`src/rtl/gpio_irq_ctrl.sv`:
```
module gpio_irq_ctrl #(
  parameter int NLINES = 16,
  parameter int NIRQ   = 13,
  parameter int AW     = 5
) (
  input  logic              clk,
  input  logic              rst_n,
  input  logic [AW-1:0]     addr,
  input  logic              wr_en,
  input  logic [31:0]       wr_data,
  output logic [31:0]       rd_data,
  input  logic [NLINES-1:0] pin_in,
  output logic [NLINES-1:0] pin_out,
  output logic [NLINES-1:0] pin_oe,
  output logic [NIRQ-1:0]   irq_o
);
  localparam int PERWORD = 8;
  localparam int SW      = 3;
  localparam int IW      = AW - 2;

  localparam logic [IW-1:0] A_OUT = IW'(0);
  localparam logic [IW-1:0] A_DIR = IW'(1);
  localparam logic [IW-1:0] A_IN  = IW'(2);
  localparam logic [IW-1:0] A_ST  = IW'(3);
  localparam logic [IW-1:0] A_SL  = IW'(4);
  localparam logic [IW-1:0] A_SH  = IW'(5);
  localparam logic [IW-1:0] A_CK  = IW'(6);
  localparam logic [IW-1:0] A_DB  = IW'(7);

  logic [NLINES-1:0] out_q, dir_q, sy1_q, sy2_q, prv_q, stat_q;
  logic [NLINES-1:0] hit, clr;
  logic [SW-1:0]     style_q [NLINES];
  logic [31:0]       clk_q, dbs_q;
  logic [IW-1:0]     idx;
  logic              aligned;

  assign idx     = addr[AW-1:2];
  assign aligned = (addr[1:0] == 2'b00);
  assign pin_out = out_q;
  assign pin_oe  = ~dir_q;
  assign irq_o   = stat_q[NIRQ-1:0];
  assign clr     = (wr_en && aligned && idx == A_ST) ? wr_data[NLINES-1:0] : '0;

  always_comb begin
    for (int i = 0; i < NLINES; i++) begin
      case (style_q[i])
        3'd0:    hit[i] = sy2_q[i];
        3'd1:    hit[i] = ~sy2_q[i];
        3'd2:    hit[i] = sy2_q[i] & ~prv_q[i];
        3'd3:    hit[i] = ~sy2_q[i] & prv_q[i];
        3'd4:    hit[i] = sy2_q[i] ^ prv_q[i];
        default: hit[i] = 1'b0;
      endcase
    end
  end

  always_ff @(posedge clk or negedge rst_n) begin
    if (!rst_n) begin
      sy1_q <= '0;
      sy2_q <= '0;
      prv_q <= '0;
    end else begin
      sy1_q <= pin_in;
      sy2_q <= sy1_q;
      prv_q <= sy2_q;
    end
  end

  always_ff @(posedge clk or negedge rst_n) begin
    if (!rst_n) begin
      out_q  <= '0;
      dir_q  <= '1;
      clk_q  <= '0;
      dbs_q  <= '0;
      stat_q <= '0;
      for (int i = 0; i < NLINES; i++) style_q[i] <= '0;
    end else begin
      stat_q <= (stat_q & ~clr) | hit;
      if (wr_en && aligned) begin
        case (idx)
          A_OUT: out_q <= wr_data[NLINES-1:0];
          A_DIR: dir_q <= wr_data[NLINES-1:0];
          A_CK:  clk_q <= wr_data;
          A_DB:  dbs_q <= wr_data;
          default: ;
        endcase
        for (int i = 0; i < NLINES; i++) begin
          if ((i < PERWORD && idx == A_SL) || (i >= PERWORD && idx == A_SH))
            style_q[i] <= wr_data[SW*(i%PERWORD) +: SW];
        end
      end
    end
  end

  always_comb begin
    rd_data = '0;
    if (aligned) begin
      case (idx)
        A_OUT: rd_data[NLINES-1:0] = out_q;
        A_DIR: rd_data[NLINES-1:0] = dir_q;
        A_IN:  rd_data[NLINES-1:0] = sy2_q;
        A_ST:  rd_data[NLINES-1:0] = stat_q;
        A_CK:  rd_data = clk_q;
        A_DB:  rd_data = dbs_q;
        default: begin
          for (int i = 0; i < NLINES; i++) begin
            if ((i < PERWORD && idx == A_SL) || (i >= PERWORD && idx == A_SH))
              rd_data[SW*(i%PERWORD) +: SW] = style_q[i];
          end
        end
      endcase
    end
  end

  for (genvar i = 0; i < NLINES; i++) begin : g_chk

    hit_sets_chk: assert property (@(posedge clk) disable iff (!rst_n)
      hit[i] |=> stat_q[i]);

    w1c_clears_chk: assert property (@(posedge clk) disable iff (!rst_n)
      (clr[i] && !hit[i]) |=> !stat_q[i]);

    zero_keeps_chk: assert property (@(posedge clk) disable iff (!rst_n)
      (stat_q[i] && !clr[i]) |=> stat_q[i]);

    reserved_quiet_chk: assert property (@(posedge clk) disable iff (!rst_n)
      (style_q[i] > 3'd4) |-> !hit[i]);
  end

  for (genvar j = 0; j < NIRQ; j++) begin : g_irq_chk

    irq_cause_chk: assert property (@(posedge clk) disable iff (!rst_n)
      $rose(irq_o[j]) |-> $past(hit[j]));
  end
endmodule

```
`config.mk`:
```
export PLATFORM = sky130hd
export DESIGN_NAME = gpio_irq_ctrl
export DESIGN_NICKNAME = d
export VERILOG_FILES = /design/src/rtl/gpio_irq_ctrl.sv
export SDC_FILE = /design/constraint.sdc
export NUM_CORES = 1
export LEC_CHECK = 0
export ABC_AREA = 1
export BUFFER_PORTS_ARGS = -buffer_cell sky130_fd_sc_hd__buf_2
export CORE_UTILIZATION = 53
export CTS_CLUSTER_SIZE = 30
export DETAILED_ROUTE_END_ITERATION = 10
export PLACE_DENSITY = 0.8
export REMOVE_ABC_BUFFERS = 1
export SLEW_MARGIN = 0
export SYNTH_ARGS = -nofsm -noshare
export SYNTH_HDL_FRONTEND = slang
export SYNTH_SLANG_ARGS = --single-unit
```
`constraint.sdc`:
```
create_clock -name clk -period 1.4 [get_ports clk]
set_input_delay 0.28 -clock clk [delete_from_list [all_inputs] [get_ports clk]]
set_output_delay 0.28 -clock clk [all_outputs]
set_load 0.005 [all_outputs]
```
Word-level counts from Yosys, hierarchy flattened
Cells that the tools add are included.
- input bits: 56
- output and inout port bits: 77
- register bits: 208
- word-level logic and storage cells: 243
- bitwise operators: 84
- reductions and logical operators: 27
- multiplexer cells: 37
- eq/ne operators: 71
- operators by type and width (cell ; number):
    3-bit by 2-bit equality test with 1-bit output, second input constant ; 34
    16-bit one-hot mux with 6 select lines ; 1
    1-bit one-hot mux with 5 select lines ; 16
    3-bit equality test, second input constant ; 20
    3-bit by 1-bit equality test with 1-bit output, second input constant ; 17
    3-bit zero test ; 17
    3-bit two-way mux ; 16
    1-bit AND ; 32
    32-bit two-way mux ; 1
    1-bit inverter ; 32
    16-bit inverter ; 2
    8-bit one-hot mux with 3 select lines ; 1
    16-bit AND ; 1
    16-bit two-way mux ; 1
    16-bit OR ; 1
    8-bit one-hot mux with 2 select lines ; 1
    1-bit XOR ; 16
    2-bit AND reduction ; 6
    4-bit OR reduction ; 1
    1-bit logical AND ; 2
    2-bit zero test ; 1

Logic depth before layout (Yosys ltp)
- word-level depth: 7
- depth in mapped cells: 9
- gate-level depth less buffers: 8

Worst setup path after synthesis
Ideal clock, no wire load.
- path type: input port to output port
- start: input port addr[4]
- end: output port rd_data[6]
- arrival time: 1.223 ns
- stages: 8
- path slack: -0.103 ns
- required time: 1.120 ns
- cells stage by stage: buf_4 clkinv_2 buf_4 buf_2 nand4_1 nand2_1 nor2_1 a21oi_1
- cells in the longest elaborated chain, start to end: 5
- elaborated cells between the ends (all ways): 12
- classes of those cells: 7 x eq/ne; 4 x mux; 1 x reduce/logical
- RTL lines (what ; line ; source):
    from (decl) ; 8 ; input logic [AW-1:0] addr,
    3-bit equality test ; -- ;
    3-bit two-way mux (2 in a row) ; 107 ; if ((i < PERWORD && idx == A_SL) || (i >= PERWORD && idx == A_SH))
    16-bit one-hot mux with 6 select lines (*) ; 98 ; case (idx)
    32-bit two-way mux (*) ; 97 ; if (aligned) begin
    to (decl) ; 11 ; output logic [31:0] rd_data,
Mark *: on every way between the ends. The rest lies on a longest branch, timed or not.

Final worst setup path
- start: register dir_q[7]
- end: output port rd_data[7]
- cells in the longest elaborated chain, start to end: 2
- RTL lines (what ; line ; source):
    from (decl) ; 30 ; logic [NLINES-1:0] out_q, dir_q, sy1_q, sy2_q, prv_q, stat_q;
    from (signal assigned) ; 82 ; A_DIR: dir_q <= wr_data[NLINES-1:0];
    16-bit one-hot mux with 6 select lines ; 98 ;
    32-bit two-way mux ; 97 ;
Every way passes these cells.

==> flow_metrics.py <==
metrics = {
    "clock_tree": {
        "cts_buffer_depth": 3,
        "clk_pin_slew_ns": 0.06,
        "clkSinkCount": 208,
        "htree_levels": 1,
        "clk_latency_ns": 0.51,
        "cts_made_buffers": 23,
        "cts_root_buffer": "clkbuf_16",
        "cts_tree": "built",
    },
    "critical_path": {
        "criticalPathCategory": "reg2out",
        "cp.required_ns": 1.12,
        "path_max_fanout": 2,
        "r2r_cells": 7,
        "start_kind": "flip-flop",
        "endpoint": "rd_data[7]",
        "crit_path_end_kind": "output pin",
        "r2r_start": "sy2_q[4]",
        "timing.rr.end": "stat_q[4]",
        "rrSetupSlack_ns": 0.01,
        "crit_path_start": "dir_q[7]",
        "cp.arrival_ns": 1.66,
    },
    "power": {
        "power.density_nw_per_um2": 1250,
        "total_power_mw": 17.5,
        "leakagePower_nw": 7.01,
        "peakVddDrop_v": 0.000941,
    },
    "drt": {
        "first_iter_violations": 958,
        "first_pass_iters": 6,
        "detail_route.drc_violations": 0,
        "vias_per_cell": 5.73,
        "wl_per_cell_um": 18.5,
        "route.vias.total": 10439,
        "ant_nets": 0,
        "wirelength_um": 33700,
    },
    "logic_synthesis": {
        "syn_area_um2": 10400,
        "synthFlopType": "dfrtp_1",
        "yosys.area.top_type_share": 0.464,
        "synth.yosys.seq_area_share": 0.504,
        "netlist_instances": 1293,
        "synth.most_common_cell": "nand2_1",
        "yosysUniqueCellTypes": 26,
        "synth_top_area_cell": "dfrtp_1",
        "netlist_top_cells_area": "dfrtp_1 (46%), nand2_1 (12%), o21ai_1 (5.4%), inv_1 (4.8%), nand3_1 (4.3%)",
        "syn_area_per_cell_um2": 8.01,
        "yosysWarnings": 0,
        "ys_ff_latch": 208,
        "synthTopCellsByCount": "nand2_1 (326), dfrtp_1 (192), inv_1 (133), o21ai_1 (111), nor2_1 (107)",
        "synth-edff-count": 0,
        "async_flop_share": 1.00,
    },
    "grt": {
        "track_usage": 0.310,
        "grt_pass1_wl_um": 48900,
        "grt_max_degree": 41,
        "antenna_found_initial": 2,
        "grt_overflow": 0,
        "grt_pass1_vias": 9728,
    },
    "sta": {
        "timing.hold.ws_ns": 0.0278,
        "setup_viol": 48,
        "tightest_slew_ns": 0.345,
        "fin_skew_ns": 0.00772,
        "rsz0062_at_grt": "true",
        "finalCritPeriodShare": 1.39,
        "finalHoldViolCount": 0,
        "slew_violations": 0,
        "slew_headroom": 0.770,
        "fmax_mhz": 515,
        "setup_ws_ns": -0.541,
        "tns_ns": -13.93,
        "min_period_ns": 1.94,
    },
    "floorplan": {
        "die_x_um": 142,
        "std_cell_rows": 50,
        "start_util": 0.546,
        "die-height_um": 142,
        "ios": 133,
        "die_area_um2": 20100,
        "coreArea_um2": 19000,
    },
    "status": {
        "status": "complete, but fails checks",
        "violations": "negative setup slack",
    },
    "placed_design": {
        "dp_worst_setup_slack_ns": -0.440,
        "dp_hpwl_um": 19800,
        "port_buffers": 132,
        "place_area_um2": 12000,
        "gp_congestion": 0.934,
    },
    "final_layout": {
        "final_layout_size_suffix_gt1_frac": 0.293,
        "syn2layout_area_growth_pct": 35.3,
        "nFillCells": 1247,
        "seqCellArea_um2": 5230,
        "nNetsFinal": 1633,
        "design_area_um2": 14000,
        "multi_input_area_um2": 4500,
    },
    "flow_run": {
        "maxCapViolCount": 0,
    },
    "min_path": {
        "hold_class": "in2reg",
    },
}
[worst min-delay path by stage]
stage                            from           to  slack (ns)  cells past startpoint
final                     wr_data[29]    dbs_q[29]        0.03                      3
after floorplan                 rst_n     clk_q[0]       -0.02                      0
after global placement          rst_n    prv_q[11]        0.20                      1
after detailed placement        rst_n  style_q[14]        0.20                      1
after CTS                 wr_data[26]    dbs_q[26]        0.03                      3
after global routing      wr_data[25]    clk_q[25]        0.03                      3
[stage by stage]
stage,instances,util
2_1_floorplan,1212,-
3_3_place_gp,1701,0.631
3_5_place_dp,1701,0.631
4_1_cts,1783,0.700
5_1_grt,1821,0.739
6_report,1822,0.739
[layer usage]
layer / track usage / wire length, µm / vias to the layer above
li1: - / - / 4707
met1: 0.378 / 12700 / 4943
met2: 0.528 / 16200 / 634
met3: 0.0692 / 3070 / 153
met4: 0.138 / 1730 / 2
met5: 0 / 11 / -
[state kept, by name, indices dropped and copies added (netlist names)]
signal	flops
clk_q	32
sy1_q	16
stat_q	16
sy2_q	16
dir_q	16
prv_q	16
style_q	48
dbs_q	32
pin_out	16
[cell families (layout without fill, tap and decap cells)]
kind of cell | Yosys count | in the layout | share of synthesized area
AO/OA/AOI/OAI | 232 | 232 | 0.113
adder cells (fa/ha/maj) | 32 | 32 | 0.0387
buffers and inverters | 219 | 487 | 0.0920
flip-flops | 208 | 208 | 0.504
other | 0 | 1 | 0
AND/OR/NAND/NOR | 602 | 602 | 0.252
[power by group]
group | internal [mW] | total (mW) | leakage, nW | switching, mW
combinational | 1.80 | 3.82 | 4.12 | 2.03
clock | 3.61 | 6.04 | 0.363 | 2.43
sequential | 6.94 | 7.66 | 2.52 | 0.727
[layout by cell type (no fill, tap or decap), drive strengths merged]
cell         instances
buf                287
nand4               64
nor2               112
or2                  2
nand3               90
clkinv               5
diode                1
clkbuf              40
o211ai               2
nor4                 1
bufinv               2
ha                  32
a21oi               34
inv                136
dfrtp              192
dlygate4sd3         17
dfstp               16
nand2              332
o21ai              196
nand3b               1
[what timing repair did]
| action | 4_1_cts | 5_1_grt |
|---|---|---|
| cloned | 1 | 3 |
| endpoints found under the hold margin | 175 | 0 |
| resized for setup | 75 | 121 |
| hold buffers | 17 | 0 |
| setup buffers | 23 | 42 |
| setup endpoints to repair | 48 | 50 |
| pin swaps | 24 | 49 |
[critical path, cell delays in order, from the launching register on]
cell and delay (ns):
dfstp_2 0.54, nand4_1 0.10, nand2_1 0.12, nor2_1 0.06, a21oi_2 0.19, buf_2 0.15
[cell type report]
| class | instances | share of cell area |
|---|---|---|
| Antenna cell | 1 | 0.000179 |
| Clock buffer | 36 | 0.0474 |
| Clock inverter | 5 | 0.00536 |
| Inverter | 138 | 0.0396 |
| Multi-Input combinational cell | 866 | 0.321 |
| Sequential cell | 208 | 0.373 |
| Tap cell | 260 | 0.0232 |
| Timing Repair Buffer | 308 | 0.190 |
No activity file was read; power rests on OpenSTA's default activity.
